**src/rtl/cap_pkg.sv**
```systemverilog
package cap_pkg;

    localparam int PERM_W  = 4;
    localparam int LEN_W   = 6;
    localparam int ADDR_W  = 54;
    localparam int DATA_W  = PERM_W + LEN_W + ADDR_W;
    localparam int CAUSE_W = 3;

    typedef enum logic [PERM_W-1:0] {
        PERM_RO       = 4'd0,
        PERM_RW       = 4'd1,
        PERM_EXEC_USR = 4'd2,
        PERM_EXEC_PRV = 4'd3,
        PERM_ENTR_USR = 4'd4,
        PERM_ENTR_PRV = 4'd5,
        PERM_KEY      = 4'd6
    } perm_e;

    typedef enum logic [CAUSE_W-1:0] {
        CAUSE_NONE     = 3'd0,
        CAUSE_UNTAGGED = 3'd1,
        CAUSE_BAD_PERM = 3'd2,
        CAUSE_ESCALATE = 3'd3,
        CAUSE_SETPTR   = 3'd4,
        CAUSE_PRIV_OP  = 3'd5
    } cause_e;

    typedef struct packed {
        logic              tag;
        logic [PERM_W-1:0] perm;
        logic [LEN_W-1:0]  len;
        logic [ADDR_W-1:0] addr;
    } cap_word_t;

    localparam logic [LEN_W-1:0] FULL_LEN = LEN_W'(ADDR_W);

    function automatic logic is_branch_perm(logic [PERM_W-1:0] p);
        return (p == PERM_EXEC_USR) || (p == PERM_EXEC_PRV) ||
               (p == PERM_ENTR_USR) || (p == PERM_ENTR_PRV);
    endfunction

    function automatic logic [PERM_W-1:0] landing_perm(logic [PERM_W-1:0] p);
        logic [PERM_W-1:0] r;
        case (p)
            PERM_ENTR_USR: r = PERM_EXEC_USR;
            PERM_ENTR_PRV: r = PERM_EXEC_PRV;
            default:       r = p;
        endcase
        return r;
    endfunction

    function automatic cap_word_t reset_ip();
        cap_word_t w;
        w.tag  = 1'b1;
        w.perm = PERM_EXEC_PRV;
        w.len  = FULL_LEN;
        w.addr = '0;
        return w;
    endfunction

endpackage

```
**src/rtl/cap_target_check.sv**
```systemverilog
module cap_target_check
    import cap_pkg::*;
(
    input  logic      cur_priv,
    input  cap_word_t target,
    output logic      legal,
    output cause_e    cause,
    output cap_word_t landed
);
    always_comb begin
        legal  = 1'b0;
        cause  = CAUSE_NONE;
        landed = target;
        landed.perm = landing_perm(target.perm);
        if (!target.tag) begin
            cause = CAUSE_UNTAGGED;
        end else if (!is_branch_perm(target.perm)) begin
            cause = CAUSE_BAD_PERM;
        end else if (target.perm == PERM_EXEC_PRV && !cur_priv) begin
            cause = CAUSE_ESCALATE;
        end else begin
            legal = 1'b1;
        end
    end
endmodule

```
**src/rtl/cap_priv_unit.sv**
```systemverilog
module cap_priv_unit
    import cap_pkg::*;
(
    input  logic cur_priv,
    input  logic setptr_req,
    input  logic priv_req,
    output logic setptr_grant,
    output logic setptr_fault,
    output logic priv_fault
);
    always_comb begin
        setptr_grant = setptr_req && cur_priv;
        setptr_fault = setptr_req && !cur_priv;
        priv_fault   = priv_req && !cur_priv;
    end
endmodule

```
**src/rtl/cap_ip_reg.sv**
```systemverilog
module cap_ip_reg
    import cap_pkg::*;
(
    input  logic      clk,
    input  logic      rst,
    input  logic      load,
    input  cap_word_t next_ip,
    output cap_word_t ip
);
    always_ff @(posedge clk) begin
        if (rst) begin
            ip <= reset_ip();
        end else if (load) begin
            ip <= next_ip;
        end
    end
endmodule

```
**src/rtl/cap_jump_ctrl.sv**
```systemverilog
module cap_jump_ctrl
    import cap_pkg::*;
(
    input  logic              clk,
    input  logic              rst,
    input  logic              jmp_req,
    input  logic              jmp_tag,
    input  logic [DATA_W-1:0] jmp_data,
    input  logic              setptr_req,
    input  logic [DATA_W-1:0] setptr_data,
    input  logic              priv_req,
    output logic              ip_tag,
    output logic [DATA_W-1:0] ip_data,
    output logic              priv_mode,
    output logic              setptr_tag,
    output logic [DATA_W-1:0] setptr_word,
    output logic              fault_valid,
    output logic [CAUSE_W-1:0] fault_cause
);
    cap_word_t ip_q;
    cap_word_t target;
    cap_word_t landed;
    logic      jmp_legal;
    cause_e    jmp_cause;
    logic      sp_grant;
    logic      sp_fault;
    logic      pv_fault;
    cause_e    cause_d;
    cause_e    cause_q;
    logic      fault_q;
    logic      sp_tag_q;
    logic [DATA_W-1:0] sp_word_q;

    assign target    = cap_word_t'({jmp_tag, jmp_data});
    assign priv_mode = (ip_q.perm == PERM_EXEC_PRV);

    cap_target_check u_target (
        .cur_priv (priv_mode),
        .target   (target),
        .legal    (jmp_legal),
        .cause    (jmp_cause),
        .landed   (landed)
    );

    cap_priv_unit u_priv (
        .cur_priv     (priv_mode),
        .setptr_req   (setptr_req),
        .priv_req     (priv_req),
        .setptr_grant (sp_grant),
        .setptr_fault (sp_fault),
        .priv_fault   (pv_fault)
    );

    cap_ip_reg u_ip (
        .clk     (clk),
        .rst     (rst),
        .load    (jmp_req && jmp_legal),
        .next_ip (landed),
        .ip      (ip_q)
    );

    // Fault priority: jump first, then tag-set, then privileged op.
    always_comb begin
        if (jmp_req && !jmp_legal) begin
            cause_d = jmp_cause;
        end else if (sp_fault) begin
            cause_d = CAUSE_SETPTR;
        end else if (pv_fault) begin
            cause_d = CAUSE_PRIV_OP;
        end else begin
            cause_d = CAUSE_NONE;
        end
    end

    always_ff @(posedge clk) begin
        if (rst) begin
            fault_q   <= 1'b0;
            cause_q   <= CAUSE_NONE;
            sp_tag_q  <= 1'b0;
            sp_word_q <= '0;
        end else begin
            fault_q <= (cause_d != CAUSE_NONE);
            cause_q <= cause_d;
            if (setptr_req) begin
                sp_tag_q  <= sp_grant;
                sp_word_q <= setptr_data;
            end
        end
    end

    assign ip_tag      = ip_q.tag;
    assign ip_data     = {ip_q.perm, ip_q.len, ip_q.addr};
    assign setptr_tag  = sp_tag_q;
    assign setptr_word = sp_word_q;
    assign fault_valid = fault_q;
    assign fault_cause = cause_q;

endmodule

```
**config.mk**
```make
export PLATFORM = sky130hd
export DESIGN_NAME = cap_jump_ctrl
export DESIGN_NICKNAME = d
export VERILOG_FILES = /design/src/rtl/cap_pkg.sv /design/src/rtl/cap_target_check.sv /design/src/rtl/cap_priv_unit.sv /design/src/rtl/cap_ip_reg.sv /design/src/rtl/cap_jump_ctrl.sv
export SDC_FILE = /design/constraint.sdc
export NUM_CORES = 1
export LEC_CHECK = 0
export ABC_CLOCK_PERIOD_IN_PS = 4200
export BUFFER_PORTS_ARGS = -buffer_cell sky130_fd_sc_hd__buf_2
export CORE_ASPECT_RATIO = 1.5
export CORE_MARGIN = 2
export CORE_UTILIZATION = 30
export CTS_BUF_LIST = sky130_fd_sc_hd__clkbuf_8
export DETAILED_ROUTE_END_ITERATION = 16
export MAX_ROUTING_LAYER = met4
export PLACE_DENSITY_LB_ADDON = 0.15
export SLEW_MARGIN = 0
export SYNTH_ARGS = -nofsm -noshare
export SYNTH_HDL_FRONTEND = slang
export SYNTH_HIERARCHICAL = 1
export SYNTH_SLANG_ARGS = --single-unit
export TNS_END_PERCENT = 10
```
**constraint.sdc**
```tcl
create_clock -name clk -period 4.2 [get_ports clk]
set_input_delay 0.42 -clock clk [delete_from_list [all_inputs] [get_ports clk]]
set_output_delay 0.42 -clock clk [all_outputs]
set_load 0.1 [all_outputs]
```
After elaboration in Yosys (flattened, before gate mapping)
Cells that the tools add are included.

Add/sub/neg operators: 0. $mul: 0. Div/mod/pow operators: 0. $lt $le $gt $ge: 0. Equal/unequal tests: 5. Shift operators: 0. Mux-type cells: 10. Bitwise gates (word level): 0. Reduce and logical (&&, ||, !) cells: 12.

Operator list (number): $mux 3 (5); $eq 4x2->1 const B (3); $eq 4x3->1 const B (2); $pmux 4 s2 (1); $logic_and 1x1->1 (6); $logic_or 1x1->1 (3); $mux 1 (3); $reduce_bool 3->1 (1); $logic_not 1->1 (2); $mux 2 (1).

Bits in registers: 134. Latch bits: 0. RAM bits: 0. Memory bits (read-only): 0. Input port bits: 134. Word-level logic and storage cells: 35. Memories: 0.

Logic depth before layout (Yosys ltp)
Word-level depth: 10. Gate-level depth with buffers: 11. Mapped depth without buffers: 8.

Hierarchy
The synthesis kept the hierarchy.

Modules (own cells, without submodules): cap_jump_ctrl (instances 1, cells an instance 226, area each 2506.2 sq um, seq. area each 1381.3 sq um); cap_ip_reg (instances 1, cells an instance 210, area each 2378.5 sq um, seq. area each 1301.2 sq um); cap_target_check (instances 1, cells an instance 77, area each 560.5 sq um, seq. area each 0.0 sq um); cap_priv_unit (instances 1, cells an instance 3, area each 18.8 sq um, seq. area each 0.0 sq um).

Worst setup path after synthesis
Ideal clock, no wire load.

Kind: register to register. Start point: reg u_ip/ip[61] (netlist bit). End point: reg u_ip/ip[2] (netlist bit). Setup time: 128 ps. Arrival: 4594 ps. Data required time: 4072 ps. Setup slack: -521 ps. Cell stages (with the launch flop): 12. Clock period less this slack: 4721 ps. Cells stage by stage: dfxtp_1 nand2_1 nor3_1 nand2b_1 a21oi_2 nor3b_2 and2_1 buf_6 buf_12 buf_12 mux2i_1 nor2_1.

Word-level cells in the longest chain between the ends: 7.

Ends and longest elaborated chain: start: declaration (RTL line cap_ip_reg.sv:8) `output cap_word_t ip`; start signal: assignment (RTL line cap_ip_reg.sv:12) `ip <= reset_ip();`; start signal: assignment (RTL line cap_ip_reg.sv:14) `ip <= next_ip;`; $eq 4x2->1 (RTL line cap_jump_ctrl.sv:35) `assign priv_mode = (ip_q.perm == PERM_EXEC_PRV);`; via priv_mode (RTL line cap_jump_ctrl.sv:14) `output logic priv_mode,`; $logic_not 1->1 (RTL line cap_target_check.sv:19) `end else if (target.perm == PERM_EXEC_PRV && !cur_priv) begin`; $logic_and 1x1->1 (RTL line cap_target_check.sv:19); $mux 1 (RTL line cap_target_check.sv:19); $mux 1 (RTL line cap_target_check.sv:17) `end else if (!is_branch_perm(target.perm)) begin`; $mux 1 (RTL line cap_target_check.sv:15) `if (!target.tag) begin`; via jmp_legal (RTL line cap_jump_ctrl.sv:23) `logic jmp_legal;`; $logic_and 1x1->1 (RTL line cap_jump_ctrl.sv:57) `.load (jmp_req && jmp_legal),`.

The timed path passes the listed nets, and every way through them passes these cells. A chain may end at the register's enable or synchronous reset.

Final worst setup path
Start point: reg u_ip/ip[60] (netlist bit). End point: reg u_ip/ip[1] (netlist bit).

Word-level cells in the longest chain between the ends: 7.

Ends and longest elaborated chain (RTL line): $eq 4x2->1 (cap_jump_ctrl.sv:35); $logic_not 1->1 (cap_target_check.sv:19); $logic_and 1x1->1 (cap_target_check.sv:19); $mux 1 (cap_target_check.sv:19); $mux 1 (cap_target_check.sv:17); $mux 1 (cap_target_check.sv:15); via jmp_legal (cap_jump_ctrl.sv:23); $logic_and 1x1->1 (cap_jump_ctrl.sv:57).

The timed path passes the listed nets, and every way through them passes these cells.

==> results.py <==
metrics = {
    "status": {
        "status": "finished clean",
    },
    "grt": {
        "grt_pass1_wl_um": 20100,
        "track_usage": 0.138,
        "grt_pass1_vias": 4111,
        "grt_max_degree": 93,
        "antenna_found_initial": 0,
        "grt-ovfl-total": 0,
    },
    "sta": {
        "drv_slew": 0,
        "relSlewSlack": 0.336,
        "setup_slack_ns": 1.56,
        "fin_setup_tns_ns": 0,
        "fmax_mhz": 378,
        "min_period_ns": 2.64,
        "rsz0062_at_grt": "no",
        "fin_skew_ns": 0.00845,
        "hold_violations": 0,
        "setup_viol": 0,
        "worstMarginPinSlew_ns": 0.997,
        "layout_worst_path_cycle_share": 0.629,
    },
    "die": {
        "core_area_mm2": 0.0179,
        "dieWidth_um": 114,
        "top_level_ports": 269,
        "chipHeight_um": 169,
        "start_util": 0.306,
        "dieArea_mm2": 0.0193,
        "rows": 60,
    },
    "cts": {
        "insertion_delay_ns": 0.42,
        "hold_buffers": 0,
        "cts_buffer_depth": 2,
        "cts_buffers": 17,
        "cts_resized": 0,
        "root_buffer": "clkbuf_8",
        "cts_tree": "yes",
        "postCtsSetupBuffers": 0,
        "htree_levels": 4,
        "path_clk_slew_ns": 0.08,
        "clock-sinks": 134,
    },
    "critical_path": {
        "crit_arrival_ns": 2.95,
        "reg2reg_to": "u_ip/ip[1]",
        "slowest_stage": "and2_4",
        "crit_fanout": 54,
        "cp-endpoint": "u_ip/ip[1]",
        "r2r-start": "u_ip/ip[60]",
        "cp-end-kind": "register",
        "ff2ff_path_depth": 9,
        "startpoint_type": "register",
        "cp_cell_sequence": "nand2_1 -> nor3_2 -> nand2b_1 -> a21oi_2 -> nor3b_2 -> and2_4 -> buf_4 -> mux2i_1 -> nor2_1",
        "rrSetupSlack_ns": 1.56,
        "worst-setup-path-type": "reg2reg",
        "startpoint": "u_ip/ip[60]",
        "slowest_delay_ns": 0.67,
        "worst_ep_required_time_ns": 4.50,
    },
    "logic_synthesis": {
        "ys_warn_count": 6,
        "synth.most_common_cell": "dfxtp_1",
        "ys_types": 27,
        "synth_edf_count": 0,
        "synth-main-ff-cell": "dfxtp_1",
        "ys_ff_latch": 134,
        "synth-async-reset-ratio": 0,
        "synth_top_area_frac": 0.491,
        "synthCells": 516,
        "ys_seq_area_frac": 0.491,
        "synth.avg_cell_area_um2": 10.6,
        "syn_nets": 650,
        "synth_commonest_cells": "dfxtp_1 (134), nor2_1 (127), mux2i_1 (124)",
        "synth_largest_area_cell": "dfxtp_1",
        "synthTopCellsByArea": "dfxtp_1 (49%), mux2i_1 (23%), buf_4 (8.8%)",
        "syn_area_mm2": 0.00546,
    },
    "route": {
        "wl_per_cell_um": 13.9,
        "routed-wl-met3_um": 815,
        "vias_per_cell": 4.34,
        "vias": 4093,
        "met1_length_um": 4690,
        "drc_errors": 0,
        "wl_um": 13100,
        "drtAntennaViolNets": 0,
        "firstDrtPassIters": 4,
        "top_layer": "met4",
        "wl_met2_um": 7390,
        "drtIter0Drc": 106,
    },
    "layout": {
        "area_growth_pct": 23.4,
        "stdcell_area_mm2": 0.00674,
        "nNetsFinal": 847,
        "insertedDiodeCount": 0,
        "drive_above_1_share": 0.424,
    },
    "power": {
        "peakVddDrop_mv": 0.253,
        "p_leak_nw": 3.34,
        "p_per_area_mw_per_mm2": 464,
        "finalPower_mw": 3.13,
    },
    "worst_hold_path": {
        "hold_class": "in2reg",
        "hp-start": "jmp_data[58]",
    },
    "placed_design": {
        "preCtsSetupSlack_ns": 1.50,
        "dp_hpwl_um": 9630,
        "io_buffer_count": 268,
        "gp_congestion": 0.707,
        "place_area_mm2": 0.00633,
    },
    "job": {
        "cap_viol_max_count": 0,
    },
}
-- cell families after synthesis --
| kind of cell | Yosys count | synth area share |
|---|---|---|
| and+or+nand+nor | 147 | 0.112 |
| muxes | 124 | 0.227 |
| AOI/OAI and AO/OA | 14 | 0.0224 |
| other | 1 | 0.000686 |
| buffers and inverters | 96 | 0.147 |
| DFF | 134 | 0.491 |
-- worst max-delay path: cells and delay by family, from the launching register on --
family	cells	cell delay, ns
muxes	1	0.23
and+or+nand+nor	6	1.46
DFF	1	0.36
AOI/OAI and AO/OA	1	0.08
buffers and inverters	1	0.33
-- final cells by class --
cell class | instances | area [um2]
well taps | 217 | 272
repair buffers | 272 | 1380
flip-flops and latches | 134 | 2680
clock buffers | 19 | 262
fillers | 1825 | 11100
clock inverters | 13 | 156
inverters | 2 | 7.51
multi-input cells | 286 | 1990
-- per-layer routing --
metal,track usage,vias to the layer above
met1,0.133,1911
met5,-,-
met2,0.251,147
li1,-,2021
met3,0.0425,14
met4,0.0573,0
-- metrics by stage --
stage          std cells  utilization  hold WS, ns
4_1_cts              943        0.377        0.161
6_report             943        0.377        0.202
2_1_floorplan        516            -        0.567
3_5_place_dp         911        0.354        0.475
5_1_grt              943        0.377        0.163
3_3_place_gp         911        0.354        0.466
-- layout by cell type, fill, tap and decap left out --
master      count
nor2b_1         6
buf_4           6
and2_4          1
clkinv_2        2
and2_1          1
and2b_1         6
inv_2           1
nor3_2          1
conb_1          1
nand2b_1        2
clkinvlp_4      3
o41ai_2         1
o21ai_0         1
inv_6           1
nand2_1         1
buf_2         266
a21oi_1         1
bufinv_16       3
o21a_1          2
a21oi_2         1
o41a_1          1
nor3b_1         1
clkbuf_8       19
nor3b_2         1
nor2_1        127
inv_1           3
mux2i_1       124
clkinv_4        2
a211o_1         7
dfxtp_1       134
-- where the power goes --
group	total [mW]	switching, mW	internal (mW)
combinational	0.664	0.520	0.144
clock	1.12	0.504	0.616
sequential	1.35	0.0250	1.32
-- state kept, by name (all words and copies together) (netlist names) --
signal       cells
fault_cause      3
fault_valid      1
setptr_tag       1
setptr_word     64
u_ip/ip         65
-- how the worst min path moves through the flow --
stage / end / slack (ns) / cells after the start
finish: u_ip/ip[58] / 0.20 / 2
floorplan: setptr_word[10] / 0.57 / 2
global route: u_ip/ip[56] / 0.16 / 2
global placement: setptr_word[28] / 0.47 / 2
detailed placement: u_ip/ip[12] / 0.48 / 2
CTS: u_ip/ip[59] / 0.16 / 2
Power figures use the tool's default switching activity.
